## src/rtl/pkuart_pkg.sv

```systemverilog
package pkuart_pkg;

  localparam int TICKS_PER_BIT = 16;
  localparam int TC_W = $clog2(2 * TICKS_PER_BIT + 1);
  localparam int IRQ_W = 10;
  localparam int IRQ_LEV = 0;
  localparam int IRQ_RDY = 7;
  localparam int IRQ_DONE = 9;

  localparam logic [2:0] A_FRAME = 3'd0;
  localparam logic [2:0] A_LINE  = 3'd1;
  localparam logic [2:0] A_CMD   = 3'd2;
  localparam logic [2:0] A_MASK  = 3'd3;
  localparam logic [2:0] A_WMARK = 3'd4;
  localparam logic [2:0] A_COUNT = 3'd5;
  localparam logic [2:0] A_WORD  = 3'd6;

  localparam logic [4:0] CMD_FLUSH    = 5'h02;
  localparam logic [4:0] CMD_CLR_DONE = 5'h11;

  typedef enum logic [2:0] {ST_IDLE, ST_START, ST_DATA, ST_PAR, ST_STOP} ser_state_t;

  typedef struct packed {
    logic [1:0] dbits;
    logic [1:0] stop;
    logic [1:0] par;
  } frame_t;

  function automatic logic [3:0] bits_of(input logic [1:0] code);
    return 4'd5 + {2'b00, code};
  endfunction

  function automatic logic [TC_W-1:0] stop_len(input logic [1:0] code);
    case (code)
      2'd0:    return TC_W'((9 * TICKS_PER_BIT) / 16);
      2'd1:    return TC_W'(TICKS_PER_BIT);
      2'd2:    return TC_W'(TICKS_PER_BIT + (9 * TICKS_PER_BIT) / 16);
      default: return TC_W'(2 * TICKS_PER_BIT);
    endcase
  endfunction

  function automatic logic par_bit(input logic [7:0] d, input logic [1:0] bcode,
                                   input logic [1:0] pmode);
    logic [7:0] m;
    logic x;
    m = 8'hFF >> (2'd3 - bcode);
    x = ^(d & m);
    case (pmode)
      2'd1:    return ~x;
      2'd2:    return x;
      default: return 1'b0;
    endcase
  endfunction

endpackage

```

## src/rtl/pkuart_regs.sv

```systemverilog
module pkuart_regs
  import pkuart_pkg::*;
#(
  parameter int CNT_W = 16,
  parameter int LVL_W = 4
) (
  input  logic                 clk,
  input  logic                 rst_n,
  input  logic                 wr_en,
  input  logic [2:0]           wr_addr,
  input  logic [31:0]          wr_data,
  output frame_t               frame_o,
  output logic                 loop_en_o,
  output logic                 tx_en_o,
  output logic [IRQ_W-1:0]     mask_o,
  output logic [LVL_W-1:0]     wmark_o,
  output logic                 cnt_load_o,
  output logic [CNT_W-1:0]     cnt_val_o,
  output logic                 word_push_o,
  output logic [31:0]          word_o,
  output logic                 cmd_flush_o,
  output logic                 cmd_clr_done_o
);

  logic       wr_cmd;
  logic [4:0] cmd_code;

  assign wr_cmd   = wr_en && (wr_addr == A_CMD);
  assign cmd_code = {wr_data[11], wr_data[7:4]};

  assign cmd_flush_o    = wr_cmd && (cmd_code == CMD_FLUSH);
  assign cmd_clr_done_o = wr_cmd && (cmd_code == CMD_CLR_DONE);
  assign cnt_load_o     = wr_en && (wr_addr == A_COUNT);
  assign cnt_val_o      = wr_data[CNT_W-1:0];
  assign word_push_o    = wr_en && (wr_addr == A_WORD);
  assign word_o         = wr_data;

  always_ff @(posedge clk or negedge rst_n) begin
    if (!rst_n) begin
      frame_o   <= '{dbits: 2'd3, stop: 2'd1, par: 2'd0};
      loop_en_o <= 1'b0;
      tx_en_o   <= 1'b0;
      mask_o    <= '0;
      wmark_o   <= '0;
    end else if (wr_en) begin
      case (wr_addr)
        A_FRAME: frame_o   <= frame_t'(wr_data[5:0]);
        A_LINE:  loop_en_o <= wr_data[7];
        A_MASK:  mask_o    <= wr_data[IRQ_W-1:0];
        A_WMARK: wmark_o   <= wr_data[LVL_W-1:0];
        A_CMD: begin
          if (wr_data[3])      tx_en_o <= 1'b0;
          else if (wr_data[2]) tx_en_o <= 1'b1;
        end
        default: ;
      endcase
    end
  end

endmodule

```

## src/rtl/pkuart_fifo.sv

```systemverilog
module pkuart_fifo #(
  parameter int DEPTH = 8,
  parameter int W     = 32,
  parameter int LVL_W = $clog2(DEPTH + 1)
) (
  input  logic             clk,
  input  logic             rst_n,
  input  logic             flush,
  input  logic             push,
  input  logic [W-1:0]     din,
  input  logic             pop,
  output logic [W-1:0]     dout,
  output logic [LVL_W-1:0] level,
  output logic             full,
  output logic             empty
);

  localparam int AW = $clog2(DEPTH);

  logic [W-1:0]  mem [DEPTH];
  logic [AW-1:0] wp, rp;
  logic          push_ok, pop_ok;

  assign full    = (level == LVL_W'(DEPTH));
  assign empty   = (level == '0);
  assign push_ok = push && !full && !flush;
  assign pop_ok  = pop && !empty && !flush;
  assign dout    = mem[rp];

  always_ff @(posedge clk) begin
    if (push_ok) mem[wp] <= din;
  end

  always_ff @(posedge clk or negedge rst_n) begin
    if (!rst_n) begin
      wp    <= '0;
      rp    <= '0;
      level <= '0;
    end else if (flush) begin
      wp    <= '0;
      rp    <= '0;
      level <= '0;
    end else begin
      if (push_ok) wp <= wp + AW'(1);
      if (pop_ok)  rp <= rp + AW'(1);
      level <= level + LVL_W'(push_ok) - LVL_W'(pop_ok);
    end
  end

endmodule

```

## src/rtl/pkuart_ser.sv

```systemverilog
module pkuart_ser
  import pkuart_pkg::*;
#(
  parameter int CNT_W = 16
) (
  input  logic             clk,
  input  logic             rst_n,
  input  logic             tick,
  input  logic             tx_en,
  input  frame_t           frame,
  input  logic             flush,
  input  logic             cnt_load,
  input  logic [CNT_W-1:0] cnt_val,
  input  logic             fifo_empty,
  input  logic [31:0]      fifo_dout,
  output logic             fifo_pop,
  output logic             serial,
  output logic             busy,
  output logic             hold_empty,
  output logic             cnt_zero,
  output logic             char_start,
  output logic             frame_end
);

  localparam logic [TC_W-1:0] BIT_LAST = TC_W'(TICKS_PER_BIT - 1);

  ser_state_t       state;
  logic [31:0]      hold_w;
  logic [2:0]       hold_n;
  logic [CNT_W-1:0] chars_left;
  logic [TC_W-1:0]  tcnt;
  logic [2:0]       bidx;
  logic [7:0]       sreg;
  logic             par_q;
  logic             can_start, bit_end;
  logic [2:0]       fetch_n;
  logic [2:0]       last_bit;

  assign cnt_zero   = (chars_left == '0);
  assign hold_empty = (hold_n == 3'd0);
  assign busy       = (state != ST_IDLE);
  assign can_start  = tx_en && !hold_empty;
  assign fetch_n    = (chars_left >= CNT_W'(4)) ? 3'd4 : chars_left[2:0];
  assign fifo_pop   = !flush && hold_empty && !fifo_empty;
  assign bit_end    = tick && (tcnt == BIT_LAST);
  assign last_bit   = 3'(bits_of(frame.dbits) - 4'd1);
  assign frame_end  = !flush && (state == ST_STOP) && tick &&
                      (tcnt == stop_len(frame.stop) - TC_W'(1));
  assign char_start = !flush && can_start &&
                      (((state == ST_IDLE) && tick) || frame_end);

  always_comb begin
    case (state)
      ST_START: serial = 1'b0;
      ST_DATA:  serial = sreg[0];
      ST_PAR:   serial = par_q;
      default:  serial = 1'b1;
    endcase
  end

  always_ff @(posedge clk or negedge rst_n) begin
    if (!rst_n) begin
      state      <= ST_IDLE;
      hold_w     <= '0;
      hold_n     <= '0;
      chars_left <= '0;
      tcnt       <= '0;
      bidx       <= '0;
      sreg       <= '0;
      par_q      <= 1'b0;
    end else if (flush) begin
      state      <= ST_IDLE;
      hold_n     <= '0;
      chars_left <= '0;
      tcnt       <= '0;
    end else begin
      if (fifo_pop) begin
        hold_w <= fifo_dout;
        hold_n <= fetch_n;
      end
      if (char_start) begin
        sreg       <= hold_w[7:0];
        par_q      <= par_bit(hold_w[7:0], frame.dbits, frame.par);
        hold_w     <= hold_w >> 8;
        hold_n     <= hold_n - 3'd1;
        chars_left <= chars_left - CNT_W'(1);
        state      <= ST_START;
        tcnt       <= '0;
      end else begin
        case (state)
          ST_START: if (tick) begin
            tcnt <= bit_end ? '0 : tcnt + TC_W'(1);
            if (bit_end) begin
              state <= ST_DATA;
              bidx  <= '0;
            end
          end
          ST_DATA: if (tick) begin
            tcnt <= bit_end ? '0 : tcnt + TC_W'(1);
            if (bit_end) begin
              sreg <= sreg >> 1;
              if (bidx == last_bit) state <= (frame.par == 2'd0) ? ST_STOP : ST_PAR;
              else                  bidx  <= bidx + 3'd1;
            end
          end
          ST_PAR: if (tick) begin
            tcnt <= bit_end ? '0 : tcnt + TC_W'(1);
            if (bit_end) state <= ST_STOP;
          end
          ST_STOP: if (tick) begin
            if (frame_end) begin
              tcnt  <= '0;
              state <= ST_IDLE;
            end else begin
              tcnt <= tcnt + TC_W'(1);
            end
          end
          default: ;
        endcase
      end
      if (cnt_load) chars_left <= cnt_val;
    end
  end

endmodule

```

## src/rtl/pkuart_tx.sv

```systemverilog
module pkuart_tx
  import pkuart_pkg::*;
#(
  parameter int FIFO_DEPTH = 8,
  parameter int CNT_W      = 16,
  localparam int LVL_W     = $clog2(FIFO_DEPTH + 1)
) (
  input  logic             clk,
  input  logic             rst_n,
  input  logic             tick,
  input  logic             wr_en,
  input  logic [2:0]       wr_addr,
  input  logic [31:0]      wr_data,
  output logic             tx_o,
  output logic             loop_o,
  output logic             txrdy_o,
  output logic             txemt_o,
  output logic [IRQ_W-1:0] irq_status_o,
  output logic             irq_o
);

  frame_t           frame;
  logic             loop_en, tx_en;
  logic [IRQ_W-1:0] mask;
  logic [LVL_W-1:0] wmark, level;
  logic             cnt_load, word_push, cmd_flush, cmd_clr_done;
  logic [CNT_W-1:0] cnt_val;
  logic [31:0]      word, fifo_dout;
  logic             fifo_full, fifo_empty, fifo_pop;
  logic             serial, busy, hold_empty, cnt_zero;
  logic             char_start, frame_end, done_evt, done_q;

  pkuart_regs #(.CNT_W(CNT_W), .LVL_W(LVL_W)) u_regs (
    .clk(clk), .rst_n(rst_n), .wr_en(wr_en), .wr_addr(wr_addr), .wr_data(wr_data),
    .frame_o(frame), .loop_en_o(loop_en), .tx_en_o(tx_en), .mask_o(mask),
    .wmark_o(wmark), .cnt_load_o(cnt_load), .cnt_val_o(cnt_val),
    .word_push_o(word_push), .word_o(word), .cmd_flush_o(cmd_flush),
    .cmd_clr_done_o(cmd_clr_done)
  );

  pkuart_fifo #(.DEPTH(FIFO_DEPTH), .W(32), .LVL_W(LVL_W)) u_fifo (
    .clk(clk), .rst_n(rst_n), .flush(cmd_flush), .push(word_push), .din(word),
    .pop(fifo_pop), .dout(fifo_dout), .level(level), .full(fifo_full),
    .empty(fifo_empty)
  );

  pkuart_ser #(.CNT_W(CNT_W)) u_ser (
    .clk(clk), .rst_n(rst_n), .tick(tick), .tx_en(tx_en), .frame(frame),
    .flush(cmd_flush), .cnt_load(cnt_load), .cnt_val(cnt_val),
    .fifo_empty(fifo_empty), .fifo_dout(fifo_dout), .fifo_pop(fifo_pop),
    .serial(serial), .busy(busy), .hold_empty(hold_empty), .cnt_zero(cnt_zero),
    .char_start(char_start), .frame_end(frame_end)
  );

  assign done_evt = frame_end && cnt_zero;

  always_ff @(posedge clk or negedge rst_n) begin
    if (!rst_n)            done_q <= 1'b0;
    else if (done_evt)     done_q <= 1'b1;
    else if (cmd_clr_done) done_q <= 1'b0;
  end

  always_comb begin
    irq_status_o           = '0;
    irq_status_o[IRQ_LEV]  = (level <= wmark);
    irq_status_o[IRQ_RDY]  = cnt_zero;
    irq_status_o[IRQ_DONE] = done_q;
  end

  assign irq_o   = |(irq_status_o & mask);
  assign txrdy_o = !fifo_full;
  assign txemt_o = fifo_empty && hold_empty && !busy;
  assign tx_o    = loop_en ? 1'b1 : serial;
  assign loop_o  = loop_en ? serial : 1'b1;

endmodule

```

## config.mk

```make
export PLATFORM = sky130hd
export DESIGN_NAME = pkuart_tx
export DESIGN_NICKNAME = d
export VERILOG_FILES = /design/src/rtl/pkuart_pkg.sv /design/src/rtl/pkuart_regs.sv /design/src/rtl/pkuart_fifo.sv /design/src/rtl/pkuart_ser.sv /design/src/rtl/pkuart_tx.sv
export SDC_FILE = /design/constraint.sdc
export NUM_CORES = 1
export LEC_CHECK = 0
export ABC_AREA = 0
export ABC_CLOCK_PERIOD_IN_PS = 4650
export BUFFER_PORTS_ARGS = -buffer_cell sky130_fd_sc_hd__buf_2
export CORE_ASPECT_RATIO = 1.2
export CORE_MARGIN = 1.5
export CORE_UTILIZATION = 35
export CTS_BUF_LIST = sky130_fd_sc_hd__clkbuf_8 sky130_fd_sc_hd__clkbuf_16
export DETAILED_ROUTE_END_ITERATION = 12
export PLACE_DENSITY = 0.57
export SETUP_SLACK_MARGIN = 0.15
export SYNTH_ARGS = -nofsm -noshare
export SYNTH_HDL_FRONTEND = slang
export SYNTH_SLANG_ARGS = --single-unit
```

## constraint.sdc

```tcl
create_clock -name clk -period 4.65 [get_ports clk]
set_input_delay 0.465 -clock clk [delete_from_list [all_inputs] [get_ports clk]]
set_output_delay 0.465 -clock clk [all_outputs]
set_load 0.005 [all_outputs]
```

==> metrics, run 1 <==
status complete, but fails checks; Synth Area in XOR/XNOR 1.66%; CP max stage cell nor3b_1; Reg power frac 44.7%; htree depth 2; clock sink total 354; Synth area leader edfxtp_1; routed len/inst 20.6 um; gr ovfl total 0; GP Congestion 0.810; Net Switching 2.85 mW; Worst Setup Path Type flop to primary output; Post-synth EDFFs 256; main flop type after synthesis edfxtp_1; Final nets 1094; RSZ-0062 raised after global routing false; crit path DAT 3.14 ns; Final Setup Violations 0; IO Port Bufs 46; Max-cap violations 0; Root Buffer clkbuf_16; synth unique cells 65; Yosys warning total 0; CTS-repair resized insts 0; # hold bufs at CTS 0; Clock Skews 0.0160 ns; Setup TNS Final 0 ns; Post-Route WL 33.4 mm; Yosys top cell area share 51.0%; # Post-CTS Setup Buffers 0; CTS tree yes; largest net degree at the start of global routing 60; CP Capture Type primary output; post-synthesis compound-gate area fraction 8.25%; Clock Power Share 31.6%; Rows 83; Final Hold Fails 5; CTS buffer count 40; hold slack -0.0185 ns; most common cell after layout, fill and taps aside edfxtp_1; top post-synthesis cells by area edfxtp_1 51%, dfrtp_1 16%, mux4_2 9.6%, nand2_1 1.9%, ha_1 1.5%; DRC Markers 0; Die Wd 192 um; adder-cell share of the synthesized area 1.63%; antenna cell count 0; Crit Path Max Fanout 6; initial drt markers 428; clk_lat worst skew 0.55 ns; mux contribution to synthesized area 11.0%; core footprint 42700 um^2; die height 230 um; ANT nets after route 0; relative slew slack 23.1%; Final Max Tran Viols 0; first-pass GRT wire length 52.0 mm; initial antenna violation count 0; number of global-route vias before repair 8865; post-route clock period utilization 77.6%; post-synthesis simple-gate area fraction 7.77%; Yosys reg bits 354; Vias 8444; Gate power share 23.7%; largest family of logic cells by synthesized area multiplexers; Max IR drop VDD 0.317 mV; Worst-path clk slew 0.06 ns; dpl hpwl 20.9 mm; Switching Fraction 29.6%; Pleak 5.96 nW; Setup crit start kind flop; CP Data Required Time 4.18 ns; Max Fclk 277 MHz; violated checks hold timing; pwr dens 556 nW/um^2; Int Pwr 6.78 mW; full die area 44300 um^2; Synth async-reset ratio 27.7%; GRT Util Overall 15.7%; Layout area overhead 14.7%; worst path cell trace or4_1 -> nor4b_1 -> nor3b_1 -> and3_1 -> a221o_1 -> buf_2; layout cell share with drive strength beyond 1 22.2%; clk buf depth 3; max incr delay on CP 0.67 ns; cells after synthesis 973; minimum clock period 3.61 ns; post-DR vias/cell 5.22; worst slew pin tran 1.15 ns; Hold Path Class input port to asynchronous set/reset pin; most frequent cells in the layout 256 x edfxtp_1, 92 x dfrtp_1, 78 x nand2_1; Initial Util 35.3%; Tot Pwr 9.63 mW; synthesized area 15100 um^2; syn_area_per_cell 15.5 um^2; DRT Pass-1 Iters 4; post-synthesis sequential area ratio 67.3%; # IOs 54
-- cell families after synthesis --
logic type	count (synthesis)
flip-flops	354
multiplexers	85
adder cells (fa/ha/maj)	19
AND/OR/NAND/NOR	237
other	1
XOR/XNOR	27
buffers and inverters	81
AO/OA/AOI/OAI	169
-- critical path, delay by kind of cell, from the launching register on --
family | cells | cell delay, ns
DFF | 1 | 0.41
AOI/OAI and AO/OA | 1 | 0.11
buffers and inverters | 1 | 0.11
and+or+nand+nor | 4 | 1.96
-- area by class of cell --
type	count	area (um^2)
clock inverter	29	225
sequential	354	10100
tap	552	691
inverter	21	78.8
fill	3899	25400
multi-input combinational	544	4650
clock buffer	43	1050
timing repair buffer	75	450
-- flip-flops by register name, indices dropped and copies added, names as in the netlist, 4 cells and up --
| register | count |
|---|---|
| u_regs.wmark_o | 4 |
| u_fifo.level | 4 |
| u_ser.sreg | 8 |
| u_ser.hold_w | 32 |
| u_fifo.mem | 256 |
| u_regs.frame_o | 6 |
| u_ser.chars_left | 16 |
| u_ser.tcnt | 6 |
-- worst paths after layout --
kind                                endpoint                 from  slack, ns  cells after the start
max in group asynchronous       u_fifo.rp[1]                rst_n       3.57                      2
hold reg to reg             u_ser.hold_w[20]     u_ser.hold_w[28]       0.47                      2
min in group clk           u_fifo.mem[2][30]          wr_data[30]       0.18                      1
setup / recovery                       irq_o  u_ser.chars_left[7]       1.04                      6
setup reg to reg               u_ser.sreg[6]       u_ser.state[2]       1.71                      6
hold / removal                 u_ser.tcnt[5]                rst_n      -0.02                      1
-- through the flow --
| stage | cell area, um^2 | cells | utilization, % | hold slack, ns | setup WS (ns) |
|---|---|---|---|---|---|
| 4_1_cts | 17300 | 1618 | 40.5 | 0.00332 | 1.02 |
| 5_1_grt | 17300 | 1618 | 40.5 | 0.0361 | 0.870 |
| 6_report | 17300 | 1618 | 40.5 | -0.0185 | 1.04 |
| 2_1_floorplan | 15100 | 979 | - | 0.169 | 0.221 |
| 3_5_place_dp | 16000 | 1546 | 37.5 | 0.470 | 1.63 |
| 3_3_place_gp | 16000 | 1546 | 37.5 | 0.460 | 1.65 |
-- Yosys cell counts (11+ instances only) --
library cell,number
edfxtp_1,256
dfrtp_1,95
nand2_1,78
mux4_2,64
nor2_1,50
clkbuf_1,35
nor2b_1,31
o21ai_0,29
a211oi_1,27
o31ai_1,27
a21oi_1,21
inv_1,20
ha_1,18
nand3_1,15
o22ai_1,15
xnor2_1,15
nor3_1,12
buf_4,11
mux2_2,11
xor2_1,11
-- power by group through the flow --
stage	combinational (mW)	sequential, mW	clock (mW)
floorplan	1.97	4.02	0
global placement	2.29	4.36	0
detailed placement	2.32	4.36	0
CTS	2.33	4.30	3.14
global route	2.54	4.37	3.25
finish	2.28	4.30	3.04
-- routing by layer --
metal | wire length [um] | up-vias | track usage, %
li1 | - | 3901 | -
met1 | 14500 | 4331 | 20.1
met2 | 17000 | 168 | 26.8
met3 | 1190 | 44 | 2.99
met4 | 705 | 0 | 4.65
met5 | 0 | - | 0
Power figures use the tool's default switching activity.
==> run 2, diff against run 1 <==
- ABC_CLOCK_PERIOD_IN_PS: 4650 -> 2980
- PLACE_DENSITY: 0.57 -> 0.59
- clock period: 4.65 -> 2.98 ns (I/O delays scaled with it)
==> metrics, run 2 (synthesis gave the netlist of run 1 again) <==
Worst-path clk slew 0.06 ns (about the same); CP Capture Type primary output (unchanged); number of global-route vias before repair 9171 (was 8865); largest net degree at the start of global routing 60 (unchanged); Root Buffer clkbuf_16 (unchanged); RSZ-0062 raised after global routing true (was false); Non-Filler Instances 1637 (was 1618); # IOs 54 (unchanged); Max IR drop VDD 0.509 mV (was 0.317 mV); clk_lat worst skew 0.54 ns (was 0.55 ns); Final Setup Violations 0 (unchanged); clk buf depth 3 (unchanged); most common cell after layout, fill and taps aside edfxtp_1 (unchanged); Int Pwr 10.8 mW (was 6.78 mW); Final Max Tran Viols 0 (unchanged); post-DR vias/cell 5.25 (was 5.22); clock sink total 354 (unchanged); Pleak 6.17 nW (was 5.96 nW); dpl hpwl 20.7 mm (was 20.9 mm); layout cell share with drive strength beyond 1 23.9% (was 22.2%); Max-cap violations 0 (unchanged); Hold Path Class input port to flop (was input port to asynchronous set/reset pin); Gate power share 26.1% (was 23.7%); Die Wd 192 um (unchanged); Final Hold Fails 0 (was 5); antenna cell count 0 (unchanged); full die area 44300 um^2 (unchanged); CP Data Required Time 2.68 ns (was 4.18 ns); Setup TNS Final 0 ns (unchanged); ANT nets after route 0 (unchanged); Rows 83 (unchanged); Post-Route WL 34.0 mm (was 33.4 mm); initial antenna violation count 0 (unchanged); Worst Setup Path Type flop to primary output (unchanged); Initial Util 35.3% (unchanged); Tot Pwr 15.3 mW (was 9.63 mW); minimum clock period 2.78 ns; initial drt markers 539 (was 428); post-route clock period utilization 93.4%; status completed (was complete, but fails checks); FF+latch area 10200 um^2 (was 10100 um^2); Final Instance Area 17700 um^2 (was 17300 um^2); max reg flops 256 (unchanged); Layout area overhead 17.5% (was 14.7%); GP Congestion 0.812 (was 0.810); CTS buffer count 39 (was 40); dpl cell area 16400 um^2 (was 16000 um^2); core footprint 42700 um^2 (unchanged); Crit Path Max Fanout 3 (was 6); GRT Util Overall 15.8% (was 15.7%); Switching Fraction 29.4% (was 29.6%); Layout Utilization 41.5% (was 40.5%); placed insts 1560 (was 1546); Reg power frac 42.6% (was 44.7%); Final WS setup 0.197 ns (was 1.04 ns); IO Port Bufs 46 (unchanged); Setup crit start kind flop (unchanged); Net Switching 4.50 mW (was 2.85 mW); relative slew slack 49.1% (was 23.1%); most frequent cells in the layout 256 x edfxtp_1, 91 x dfrtp_1, 78 x nand2_1 (was 256 x edfxtp_1, 92 x dfrtp_1, 78 x nand2_1); routed len/inst 20.8 um (was 20.6 um); htree depth 2 (unchanged); Final nets 1113 (was 1094); Vias 8590 (was 8444); Hold Crit Depth 1; crit path DAT 2.49 ns (was 3.14 ns); worst slew pin tran 0.758 ns (was 1.15 ns); gr ovfl total 0 (unchanged); first-pass GRT wire length 53.6 mm (was 52.0 mm); hold slack 0.0355 ns (was -0.0185 ns); area occupied by multi-input gates 4730 um^2 (was 4650 um^2); Max Fclk 359 MHz; Clock Power Share 31.3% (was 31.6%); DRC Markers 0 (unchanged); die height 230 um (unchanged); Clock Skews 0.0180 ns (was 0.0160 ns); Fillers 3852 (was 3899); r2r worst-path depth 6 (unchanged); Biggest register u_fifo.mem (unchanged); DRT Pass-1 Iters 4 (unchanged); dpl ws 0.365 ns (was 1.63 ns); pwr dens 863 nW/um^2 (was 556 nW/um^2); top flop regs u_fifo.mem: 256 flops, u_ser.hold_w: 32 flops, u_ser.chars_left: 16 flops (unchanged); CTS tree yes (unchanged)
## run 2: cell types whose count changed in the layout (fill, tap and decap cells not counted), sizes merged
cell | before | now
buf | 75 | 94
clkinv | 18 | 6
inv | 27 | 37
bufinv | 3 | 4
clkbuf | 43 | 44
clkinvlp | 2 | 1
dlygate4sd3 | 0 | 1
## run 2: critical path: stages, from the launching register on
cell     delay [ns]
dfrtp_1        0.40
or4_4          0.56
nor4b_4        0.28
nor3b_2        0.21
buf_4          0.15
and3_1         0.16
a221o_1        0.10
buf_2          0.10
## run 2: worst paths after layout
| kind | start | to | slack (ns) |
|---|---|---|---|
| max | u_ser.chars_left[10] | irq_o | 0.20 |
| min | wr_data[21] | u_fifo.mem[5][21] | 0.04 |
| max reg2reg | u_fifo.level[2] | u_fifo.mem[3][2] | 0.38 |
| min reg2reg | u_ser.hold_w[29] | u_ser.hold_w[21] | 0.47 |
| max in group asynchronous | rst_n | u_regs.frame_o[4] | 1.85 |
| min in group asynchronous | rst_n | u_fifo.level[3] | 0.37 |
## run 2: cell type report
type,count,share of cell area (%)
Sequential cell,354,57.3
Multi-Input combinational cell,544,26.7
Clock buffer,44,5.90
Timing Repair Buffer,95,4.39
Tap cell,552,3.90
Clock inverter,27,1.34
Inverter,21,0.445
## run 2: power groups by stage
stage | Combinational (mW) | Sequential [mW] | Clock (mW)
after global routing | 4.43 | 6.61 | 5.09
after CTS | 4.06 | 6.53 | 4.90
after floorplan | 3.09 | 6.28 | 0
after global placement | 3.96 | 6.60 | 0
final | 3.99 | 6.52 | 4.78
after detailed placement | 4.02 | 6.62 | 0
## run 2: layer usage
layer	GRT usage (%)	share of wire (%)
met2	27.2	50
met5	0	0
met1	20.5	43
met3	2.37	4.5
met4	5.04	2.7
## run 2: what timing repair did
item,in CTS,in global routing
resized for setup,6,0
pin swaps,1,2
endpoints found under the hold margin,48,0
hold buffers,1,0
setup endpoints to repair,2,1
setup buffers,3,2
==> run 3, diff against run 2 <==
- MAX_ROUTING_LAYER: not set -> met4
- PLACE_DENSITY: 0.59 -> not set
- PLACE_DENSITY_LB_ADDON: not set -> 0.08
==> metrics, run 3 (synthesis gave the netlist of run 1 again) <==
Final Setup Violations 0 (unchanged); Hold Crit Depth 2 (was 1); layout cell share with drive strength beyond 1 24.8% (was 23.9%); Final Max Tran Viols 0 (unchanged); crit-path leading delay family simple AND/OR/NAND/NOR gates (unchanged); Gate power share 26.4% (was 26.1%); max incr delay on CP 0.56 ns (about the same); met3 Use GR 2.54% (was 2.37%); antenna cell count 0 (unchanged); Vias 8553 (was 8590); RSZ-0062 raised after global routing true (unchanged); flop-to-flop setup slack 0.39 ns (was 0.38 ns); Fillers 3872 (was 3852); relative slew slack 41.9% (was 49.1%); clk buf depth 3 (unchanged); htree depth 2 (unchanged); Final Hold Fails 0 (unchanged); Non-Filler Instances 1667 (was 1637); dpl hpwl 23.0 mm (was 20.7 mm); r2r endpoint u_fifo.level[2] (was u_fifo.mem[3][2]); Tot Pwr 15.5 mW (was 15.3 mW); full die area 44300 um^2 (unchanged); worst slew pin tran 0.871 ns (was 0.758 ns); Pleak 6.29 nW (was 6.17 nW); Max IR drop VDD 0.420 mV (was 0.509 mV); Worst Hold End u_regs.loop_en_o (was u_fifo.mem[5][21]); initial drt markers 383 (was 539); Initial Util 35.3% (unchanged); Max-cap violations 0 (unchanged); CTS buffer count 40 (was 39); Final nets 1141 (was 1113); Root Buffer clkbuf_16 (unchanged); CTS tree yes (unchanged); Post-Route WL 37.1 mm (was 34.0 mm); clk_lat worst skew 0.57 ns (was 0.54 ns); Layout area overhead 19.5% (was 17.5%); most common cell after layout, fill and taps aside edfxtp_1 (unchanged); hold slack 0.0389 ns (was 0.0355 ns); Int Pwr 10.9 mW (was 10.8 mW); Worst-path clk slew 0.06 ns (about the same); IO Port Bufs 46 (unchanged); pwr dens 863 nW/um^2 (about the same); Max Fclk 362 MHz (was 359 MHz); largest net degree at the start of global routing 60 (unchanged); max reg flops 256 (unchanged); R2R Path Start u_fifo.level[2] (unchanged); Worst Setup Path Type flop to primary output (unchanged); clock sink total 354 (unchanged); crit path DAT 2.47 ns (was 2.49 ns); DRC Markers 0 (unchanged); r2r worst-path depth 12 (was 6); core footprint 42700 um^2 (unchanged); routing usage on met2 30.6% (was 27.2%); Die Wd 192 um (unchanged); most frequent cells in the layout 256 x edfxtp_1, 92 x dfrtp_1, 77 x nand2_1 (was 256 x edfxtp_1, 91 x dfrtp_1, 78 x nand2_1); CP max stage cell or4_4 (unchanged); Hold Path Class input port to flop (unchanged); Min-Delay Startpoint wr_addr[1] (was wr_data[21]); routed len/inst 22.3 um (was 20.8 um); Worst Path Buf+Inv 1 (was 2); Crit Path Max Fanout 3 (unchanged); top flop regs u_fifo.mem: 256 flops, u_ser.hold_w: 32 flops, u_ser.chars_left: 16 flops (unchanged); busiest grt layer met2 (unchanged); first-pass GRT wire length 57.0 mm (was 53.6 mm); ANT nets after route 0 (unchanged); minimum clock period 2.77 ns (was 2.78 ns); CP Capture Type primary output (unchanged); number of global-route vias before repair 8987 (was 9171); Clock Skews 0.0201 ns (was 0.0180 ns); Setup TNS Final 0 ns (unchanged); Switching Fraction 30.0% (was 29.4%); Biggest register u_fifo.mem (unchanged); initial antenna violation count 1 (was 0); # IOs 54 (unchanged); Setup crit start kind flop (unchanged); M1 GR Usage 22.0% (was 20.5%); Net Switching 4.66 mW (was 4.50 mW); gr ovfl total 0 (unchanged); CP Data Required Time 2.68 ns (about the same); DRT Pass-1 Iters 4 (unchanged); Reg power frac 41.8% (was 42.6%); status completed (unchanged); Clock Power Share 31.8% (was 31.3%); GP Congestion 0.800 (was 0.812); worst path cell trace or4_4 -> nor4b_4 -> nor3b_4 -> and3_1 -> a221o_1 -> buf_2 (was or4_4 -> nor4b_4 -> nor3b_2 -> buf_4 -> and3_1 -> a221o_1 -> buf_2); placed insts 1572 (was 1560); post-DR vias/cell 5.13 (was 5.25); die height 230 um (unchanged); Rows 83 (unchanged); post-route clock period utilization 92.8% (was 93.4%); GRT Util Overall 18.1% (was 15.8%)
run 3: cell types whose count changed in the layout (fill, tap and decap cells not counted), sizes merged:
cell         change
clkbuf           -1
buf             +13
inv             -14
clkinv          +18
dlygate4sd3     +14
run 3: how the worst max path moves through the flow:
stage	from	endpoint	depth (start not counted)
CTS	u_ser.chars_left[7]	irq_o	6
floorplan	u_fifo.level[2]	u_fifo.mem[2][0]	5
detailed placement	u_ser.chars_left[7]	irq_o	6
global route	u_ser.chars_left[11]	irq_o	6
finish	u_ser.chars_left[11]	irq_o	6
global placement	u_fifo.level[2]	u_fifo.mem[5][20]	6
run 3: worst reg2reg max path, stage by stage (launching register included):
cell and delay, ns:
dfrtp_1 0.39, inv_1 0.12, ha_1 0.15, nor3b_1 0.34, nor2b_1 0.13, nand2_2 0.11
clkinv_1 0.09, ha_1 0.27, inv_1 0.04, ha_1 0.22, fa_1 0.38, xnor2_1 0.16
nor2_1 0.05
run 3: power groups by stage:
stage | combinational, mW | sequential (mW) | clock, mW
2_1_floorplan | 3.09 | 6.28 | 0
3_3_place_gp | 4.13 | 6.61 | 0
3_5_place_dp | 4.16 | 6.60 | 0
4_1_cts | 4.23 | 6.51 | 5.10
5_1_grt | 4.57 | 6.59 | 5.27
6_report | 4.10 | 6.50 | 4.94
run 3: repair_timing:
action	4_1_cts	5_1_grt
pin swaps	1	1
hold buffers	15	0
setup buffers	3	3
hold endpoints to repair	158	0
resized for setup	5	1
endpoints found under the setup margin	2	1
run 3: final cells by class:
| cell class | instances | area (um^2) | share of cell area (%) |
|---|---|---|---|
| Multi-Input combinational cell | 544 | 4740 | 26.3 |
| Clock buffer | 43 | 1050 | 5.85 |
| Inverter | 21 | 78.8 | 0.437 |
| Timing Repair Buffer | 122 | 1030 | 5.71 |
| Tap cell | 552 | 691 | 3.83 |
| Sequential cell | 354 | 10100 | 56.3 |
| Clock inverter | 31 | 277 | 1.53 |
run 3: per-layer routing:
layer / wire, um / share of wire (%)
met1: 15800 / 43
met2: 19200 / 52
met3: 1110 / 3.0
met4: 1000 / 2.7
met5: 0 / 0
run 3: stage by stage:
step                      util [%]  cell area [um^2]  setup slack, ns
final                         42.2             18000            0.215
after global routing          42.2             18000            0.114
after CTS                     42.2             18000            0.157
after detailed placement      38.6             16500            0.376
after global placement        38.6             16500            0.388
after floorplan                  -             15200          -0.0836
